**src/rtl/pd_key_pkg.sv**
```systemverilog
package pd_key_pkg;

    // Output mode encoding; the key decoder never produces PWR_ACTIVE.
    typedef enum logic [1:0] {
        PWR_ACTIVE  = 2'd0,
        PWR_NAP     = 2'd1,
        PWR_PARTIAL = 2'd2,
        PWR_SLEEP   = 2'd3
    } pwr_mode_e;

    typedef enum logic [0:0] {
        AREA_LOW  = 1'b0,
        AREA_HIGH = 1'b1
    } area_e;

    typedef struct packed {
        pwr_mode_e mode;
        area_e     area;
    } pd_key_t;

    typedef struct packed {
        logic    ok;
        pd_key_t key;
    } key_dec_t;

    // Address line positions that carry the key.
    localparam int MODE_BIT_A = 0;
    localparam int MODE_BIT_B = 8;
    localparam int AREA_BIT_A = 18;
    localparam int AREA_BIT_B = 21;
    localparam int AREA_BIT_C = 20;
    localparam int KEY_TOP_BIT = 21;

    localparam pd_key_t KEY_DEFAULT = '{mode: PWR_SLEEP, area: AREA_LOW};

    function automatic key_dec_t decode_key(input logic ma, input logic mb,
                                            input logic [2:0] ar);
        key_dec_t d;
        logic     area_ok;
        d.key     = KEY_DEFAULT;
        d.ok      = 1'b1;
        area_ok   = (ar == 3'b000) || (ar == 3'b111);
        d.key.area = (ar == 3'b111) ? AREA_HIGH : AREA_LOW;
        unique case ({ma, mb})
            2'b00:   d.key.mode = PWR_NAP;
            2'b10: begin
                d.key.mode = PWR_PARTIAL;
                d.ok       = area_ok;
            end
            2'b11:   d.key.mode = PWR_SLEEP;
            default: d.ok = 1'b0;
        endcase
        return d;
    endfunction

endpackage

```
**src/rtl/pd_key_decode.sv**
```systemverilog
module pd_key_decode
    import pd_key_pkg::*;
#(
    parameter int ADDR_W = 22
) (
    input  logic [ADDR_W-1:0] addr,
    output key_dec_t          dec
);
    logic [2:0] area_code;
    logic       dc_unused;

    assign area_code = {addr[AREA_BIT_A], addr[AREA_BIT_B], addr[AREA_BIT_C]};
    assign dec       = decode_key(addr[MODE_BIT_A], addr[MODE_BIT_B], area_code);
    // Remaining address lines are don't-care for the key.
    assign dc_unused = ^addr;
endmodule

```
**src/rtl/pd_key_store.sv**
```systemverilog
module pd_key_store
    import pd_key_pkg::*;
(
    input  logic     clk,
    input  logic     rst,
    input  logic     live,
    input  logic     pgm_stb,
    input  logic     acc_stb,
    input  key_dec_t dec,
    output pd_key_t  key_q,
    output logic     err_q
);
    logic locked_q;
    logic touched_q;
    logic pgm_live;
    logic reject;

    assign pgm_live = pgm_stb && live;
    assign reject   = locked_q || touched_q || !dec.ok;

    always_ff @(posedge clk) begin
        if (rst) begin
            key_q     <= KEY_DEFAULT;
            locked_q  <= 1'b0;
            touched_q <= 1'b0;
            err_q     <= 1'b0;
        end else begin
            if (pgm_live) begin
                if (reject) begin
                    err_q <= 1'b1;
                end else begin
                    key_q    <= dec.key;
                    locked_q <= 1'b1;
                end
            end
            if (acc_stb && live) begin
                touched_q <= 1'b1;
            end
        end
    end
endmodule

```
**src/rtl/pd_power_ctrl.sv**
```systemverilog
module pd_power_ctrl
    import pd_key_pkg::*;
#(
    parameter int NSEG = 4
) (
    input  logic            clk,
    input  logic            rst,
    input  logic            pd_req,
    input  pd_key_t         key,
    output pwr_mode_e       mode_q,
    output logic [NSEG-1:0] mask_q
);
    localparam int TOP_SEG = NSEG - 1;

    logic [NSEG-1:0] keep;

    // Retained-region mask for the stored key; one bit per region.
    for (genvar g = 0; g < NSEG; g++) begin : g_keep
        localparam bit IS_BOT = (g == 0);
        localparam bit IS_TOP = (g == TOP_SEG);
        assign keep[g] = (key.mode == PWR_PARTIAL) &&
                         ((IS_BOT && key.area == AREA_LOW) ||
                          (IS_TOP && key.area == AREA_HIGH));
    end

    always_ff @(posedge clk) begin
        if (rst) begin
            mode_q <= PWR_ACTIVE;
            mask_q <= '1;
        end else if (pd_req) begin
            if (mode_q == PWR_ACTIVE) begin
                mode_q <= key.mode;
                mask_q <= mask_q & keep;
            end
        end else begin
            mode_q <= PWR_ACTIVE;
        end
    end
endmodule

```
**src/rtl/psram_pd_keyreg.sv**
```systemverilog
module psram_pd_keyreg
    import pd_key_pkg::*;
#(
    parameter int ADDR_W = 22,
    parameter int NSEG   = 4
) (
    input  logic              clk,
    input  logic              rst,
    input  logic [ADDR_W-1:0] addr,
    input  logic              pgm_stb,
    input  logic              acc_stb,
    input  logic              pd_req,
    output logic [1:0]        mode_o,
    output logic [NSEG-1:0]   mask_o,
    output logic              err_o
);
    key_dec_t  dec;
    pd_key_t   key_q;
    pwr_mode_e mode_q;

    pd_key_decode #(.ADDR_W(ADDR_W)) u_dec (
        .addr (addr),
        .dec  (dec)
    );

    pd_key_store u_store (
        .clk     (clk),
        .rst     (rst),
        .live    (!pd_req),
        .pgm_stb (pgm_stb),
        .acc_stb (acc_stb),
        .dec     (dec),
        .key_q   (key_q),
        .err_q   (err_o)
    );

    pd_power_ctrl #(.NSEG(NSEG)) u_pwr (
        .clk    (clk),
        .rst    (rst),
        .pd_req (pd_req),
        .key    (key_q),
        .mode_q (mode_q),
        .mask_q (mask_o)
    );

    assign mode_o = mode_q;
endmodule

```
**config.mk**
```make
export PLATFORM = sky130hd
export DESIGN_NAME = psram_pd_keyreg
export DESIGN_NICKNAME = d
export VERILOG_FILES = /design/src/rtl/pd_key_pkg.sv /design/src/rtl/pd_key_decode.sv /design/src/rtl/pd_key_store.sv /design/src/rtl/pd_power_ctrl.sv /design/src/rtl/psram_pd_keyreg.sv
export SDC_FILE = /design/constraint.sdc
export NUM_CORES = 1
export LEC_CHECK = 0
export BUFFER_PORTS_ARGS = -buffer_cell sky130_fd_sc_hd__buf_2
export CELL_PAD_IN_SITES_DETAIL_PLACEMENT = 1
export CELL_PAD_IN_SITES_GLOBAL_PLACEMENT = 1
export CORE_UTILIZATION = 27
export CTS_BUF_LIST = sky130_fd_sc_hd__clkbuf_2
export CTS_CLUSTER_DIAMETER = 100
export DETAILED_ROUTE_END_ITERATION = 6
export GPL_ROUTABILITY_DRIVEN = 0
export PLACE_DENSITY = 0.76
export SLEW_MARGIN = 10
export SYNTH_ARGS = -nofsm -noshare
export SYNTH_HDL_FRONTEND = slang
export SYNTH_HIERARCHICAL = 1
export SYNTH_SLANG_ARGS = --single-unit
```
**constraint.sdc**
```tcl
create_clock -name clk -period 1.63 [get_ports clk]
set_clock_uncertainty 0.15 [all_clocks]
set_input_delay 0.0815 -clock clk [delete_from_list [all_inputs] [get_ports clk]]
set_output_delay 0.0815 -clock clk [all_outputs]
set_load 0.05 [all_outputs]
```
=== Yosys cells after proc, flatten, opt, wreduce, memory -nomap -nowiden ===
Index checks and enable logic that the tools add are counted.

* Add/sub/neg operators: 0
* Multiply operators: 0
* Divide/modulo/power cells: 0
* Order comparisons: 0
* Equality and inequality tests: 4
* Shift-type cells: 0
* Multiplexer cells: 3
* Bitwise operators: 4
* Reductions and logical operators: 17

{| class="wikitable"
|+ Operators by type and width
! cell !! number
|-
| $eq A2 B2 Y1 const B || 3
|-
| $reduce_and A2 Y1 || 3
|-
| $and A4 B4 Y4 || 1
|-
| $logic_and A1 B1 Y1 || 4
|-
| $logic_not A2 Y1 || 2
|-
| $pmux W2 S2 || 1
|-
| $reduce_or A2 Y1 || 2
|-
| $eq A3 B3 Y1 const B || 1
|-
| $logic_not A3 Y1 || 1
|-
| $logic_or A1 B1 Y1 || 3
|-
| $not A1 Y1 || 3
|-
| $logic_not A1 Y1 || 2
|-
| $pmux W1 S2 || 1
|-
| $mux W1 || 1
|}

* Bits in registers: 12
* Latch bits: 0
* Memory bits (writable): 0
* Bits in read-only memories: 0
* Input bits: 27
* Logic and storage cells: 35
* Memories: 0

=== Longest topological paths before layout ===
* Depth after elaboration: 7
* Gate-level depth with buffers: 7
* Depth with buffers taken out: 7

=== Modules after synthesis ===
The synthesis kept the hierarchy.

{| class="wikitable"
|+ By module, submodules not included
! module !! times used !! cells an instance !! area an instance (um2) !! sequential area each (um2)
|-
| pd_key_store || 1 || 24 || 236.5 || 120.1
|-
| pd_power_ctrl || 1 || 19 || 200.2 || 100.1
|-
| pd_key_decode || 1 || 13 || 101.3 || 0.0
|-
| psram_pd_keyreg || 1 || 1 || 3.8 || 0.0
|}

=== Worst setup path before layout ===
No wires, ideal clock.

* Path kind: input to register
* From: input port addr[0]
* To: register, netlist name u_store/key_q[0]
* Library setup time: 72 ps
* Data arrival time: 1506 ps
* Path slack: -98 ps
* Stages on the path: 7
* Path through: inv_1 -> ha_1 -> nor2b_1 -> a311oi_2 -> or3b_4 -> nor2_4 -> mux2i_1

{| class="wikitable"
|+ RTL lines
! element !! RTL line !! RTL
|-
| start, declared || psram_pd_keyreg.sv:9 || <nowiki>input logic [ADDR_W-1:0] addr,</nowiki>
|}

=== Worst setup path in the final report ===
* From: input port pd_req
* To: register u_store.touched_q

* Word-level cells in the longest chain between the ends: 2

{| class="wikitable"
|+ Ends and longest elaborated chain
! element !! RTL line !! RTL
|-
| start, declared || psram_pd_keyreg.sv:12 || <nowiki>input logic pd_req,</nowiki>
|-
| $logic_not A1 Y1 || psram_pd_keyreg.sv:29 || <nowiki>.live (!pd_req),</nowiki>
|-
| $logic_and A1 B1 Y1 || pd_key_store.sv:36 || <nowiki>if (acc_stb && live) begin</nowiki>
|-
| end signal, assigned || pd_key_store.sv:25 || <nowiki>touched_q <= 1'b0;</nowiki>
|-
| end signal, assigned || pd_key_store.sv:37 || <nowiki>touched_q <= 1'b1;</nowiki>
|-
| end, declared || pd_key_store.sv:14 || <nowiki>logic touched_q;</nowiki>
|}

Every way passes these cells.
A chain may end at the register's enable or synchronous reset.

==> results.sh <==
export IMPL_die_area_um2=2190
export IMPL_rsz0062_at_grt="false"
export IMPL_instances_no_fill=107
export IMPL_remaining_drc_errors=0
export IMPL_p_sw_uw=189
export IMPL_firstDrtPassIters=4
export IMPL_crit_fanout=3
export IMPL_ys_top_cells_by_area="dfxtp_1 (41%), ha_1 (9.2%), nand2b_1 (5.8%)"
export IMPL_endpoint_kind="flop"
export IMPL_synthTopCellsByCount="dfxtp_1 (11), inv_1 (8), nor2_1 (6)"
export IMPL_syn_to_final_growth_pct=38.8
export IMPL_grt_overflow_total=0
export IMPL_first_iter_violations=5
export IMPL_synth_edf_count=0
export IMPL_whs_path_depth=5
export IMPL_ys_ff_latch=11
export IMPL_min_from="addr[20]"
export IMPL_clkLatencyLatePin_ns=0.24
export IMPL_cp_top_family="buffers and inverters"
export IMPL_p_per_area_nw_per_um2=805
export IMPL_worst_slew_pin_slew_ns=0.251
export IMPL_clockPowerShare=0.249
export IMPL_cts_made_buffers=3
export IMPL_ff2ff_setup_slack_ns=0.31
export IMPL_crit_buf_inv=4
export IMPL_synth_top_flop_cell="dfxtp_1"
export IMPL_synth_net_count=88
export IMPL_antenna_cells_inserted=0
export IMPL_cts_reportedPaths_clkPinSlew_ns=0.10
export IMPL_synth_top_area_share=0.406
export IMPL_clockBufferDepth=2
export IMPL_worstSetupPathType="in2reg"
export IMPL_vias_per_cell=4.42
export IMPL_min_to="u_store/key_q[0]$_SDFFE_PP0P_"
export IMPL_syn_area_um2=542
export IMPL_whs_ns=0.0969
export IMPL_syn_inst=57
export IMPL_drv_slew=0
export IMPL_status="finished clean"
export IMPL_hold_viol_final=0
export IMPL_io_buffers=16
export IMPL_die_x_um=46.8
export IMPL_seqPwrFrac=0.487
export IMPL_fmax_ghz=0.649
export IMPL_drive_above_1_share=0.378
export IMPL_sw_frac_of_total=0.312
export IMPL_grt_max_degree=14
export IMPL_setup_tns_final_ns=0
export IMPL_grt_pass1_wl_um=1900
export IMPL_clock_sinks=11
export IMPL_start_util=0.301
export IMPL_period_share=0.945
export IMPL_cp_arrival_ns=1.54
export IMPL_yosysWarnings=6
export IMPL_vias=473
export IMPL_async_flop_share=0
export IMPL_crit_path_frequent_cell="dlygate4sd3_1"
export IMPL_p_int_uw=416
export IMPL_worstReg2RegStart="u_store/touched_q$_SDFFE_PP0P_"
export IMPL_wire_per_inst_um=10.3
export IMPL_fin_nets=114
export IMPL_multi_input_area_um2=300
export IMPL_cts_tree="yes"
export IMPL_max_slew_margin=0.831
export IMPL_fp_dieH_um=46.8
export IMPL_setup_viol=0
export IMPL_grt_total_usage=0.126
export IMPL_antenna_found_initial=0
export IMPL_cts_htree_levels=1
export IMPL_required_ns=1.63
export IMPL_ioPinCount=34
export IMPL_yosysMostFrequentCell="dfxtp_1"
export IMPL_core_area_um2=1800
export IMPL_irDropWorstVdd_uv=212
export IMPL_placed_cell_area_um2=677
export IMPL_slowest_stage="dlygate4sd3_1"
export IMPL_clockRootBuffer="clkbuf_2"
export IMPL_maxCapViolCount=0
export IMPL_rr_endpoint="u_store/key_q[0]$_SDFFE_PP0P_"
export IMPL_fillers=230
export IMPL_ff2ff_path_depth=3
export IMPL_regArea_um2=220
export IMPL_yosysSeqAreaShare=0.406
export IMPL_yosys_area_top_type="dfxtp_1"
export IMPL_min_path_type="in2reg"
export IMPL_grt_pass1_vias=485
export IMPL_start_kind="input pin"
export IMPL_placed_cells=98
export IMPL_routed_wl_um=1110
export IMPL_total_power_uw=605
export IMPL_ant_nets=0
export IMPL_path_cells="dlygate4sd3_1 > buf_2 > inv_1 > a21oi_1 > nor2_1 > dlygate4sd3_1"
export IMPL_rows=15
export IMPL_final_area_um2=752
export IMPL_ys_types=22
export IMPL_comb_power_share=0.264
export IMPL_post_route_min_period_ns=1.54
export IMPL_place_hpwl_um=863
export IMPL_max_stage_delay_ns=0.55
export IMPL_p_leak_uw=0.000357
export IMPL_avgSynthCellArea_um2=9.50
flip-flops by register name, indices dropped and copies added, names as in the netlist:
name               flops
u_store/err_q          1
u_store/locked_q       1
u_store/key_q          3
u_pwr/mode_q           2
u_pwr/mask_q           3
u_store/touched_q      1
stage by stage:
step	utilization	setup WS (ns)
final	0.417	0.0891
after global routing	0.417	0.0107
after CTS	0.415	0.0608
after detailed placement	0.376	-0.219
after global placement	0.376	-0.175
after floorplan	-	0.0123
cells in the final DEF (no fill, tap or decap), drive strengths merged, types with 3 or more instances in the layout:
master and count:
buf 18, dfxtp 11, dlygate4sd3 5, nor2 7
inv 8, clkbuf 4, nand2b 5, ha 4
mux2i 3, a21oi 3
logic make-up (layout without fill, tap and decap cells):
group                    count (synthesis)  in the layout  synth area share
AO/OA/AOI/OAI                            9              9             0.132
adder cells (fa/ha/maj)                  4              4            0.0924
buffers and inverters                   10             35            0.0762
flip-flops                              11             11             0.406
multiplexers                             3              3            0.0554
AND/OR/NAND/NOR                         20             20             0.238
worst reg2reg max path, cell delays in order, from the launching register on:
cell and delay (ns):
dfxtp_1 0.32, or3b_4 0.41, nor2_4 0.18, mux2i_1 0.20
repair_timing:
item / 4_1_cts / 5_1_grt
buffers inserted: 0 / 0
endpoints found under the setup margin: 0 / 2
gates resized for setup: 0 / 2
hold buffers: 5 / 0
hold endpoints to repair: 4 / 0
area by class of cell:
cell class	count	area share
sequential	11	0.293
multi-input combinational	36	0.399
timing repair buffer	23	0.196
inverter	8	0.0433
tap	25	0.0416
clock buffer	4	0.0266
routing by layer:
| metal | share of wire | track usage |
|---|---|---|
| met5 | 0 | 0 |
| met4 | 0.0072 | 0.0686 |
| met3 | 0.052 | 0.0346 |
| met2 | 0.50 | 0.244 |
| met1 | 0.43 | 0.117 |
how the worst max path moves through the flow:
stage | end | depth (start not counted) | start | slack (ns)
global placement | u_store/key_q[1]$_SDFFE_PP1P_ | 8 | addr[8] | -0.17
global route | u_store/key_q[0]$_SDFFE_PP0P_ | 6 | addr[20] | 0.01
CTS | u_store/key_q[0]$_SDFFE_PP0P_ | 8 | addr[8] | 0.06
floorplan | u_store/key_q[0]$_SDFFE_PP0P_ | 7 | addr[8] | 0.01
finish | u_store/touched_q$_SDFFE_PP0P_ | 6 | pd_req | 0.09
detailed placement | u_store/key_q[0]$_SDFFE_PP0P_ | 8 | addr[8] | -0.22
power groups by stage:
stage	logic, uW	registers (uW)	clock network (uW)
after floorplan	71.3	341	0
after global placement	147	301	0
after detailed placement	151	301	0
after CTS	161	295	162
after global routing	173	298	178
final	160	295	151
Note: power is estimated with default switching activity, not from simulation.
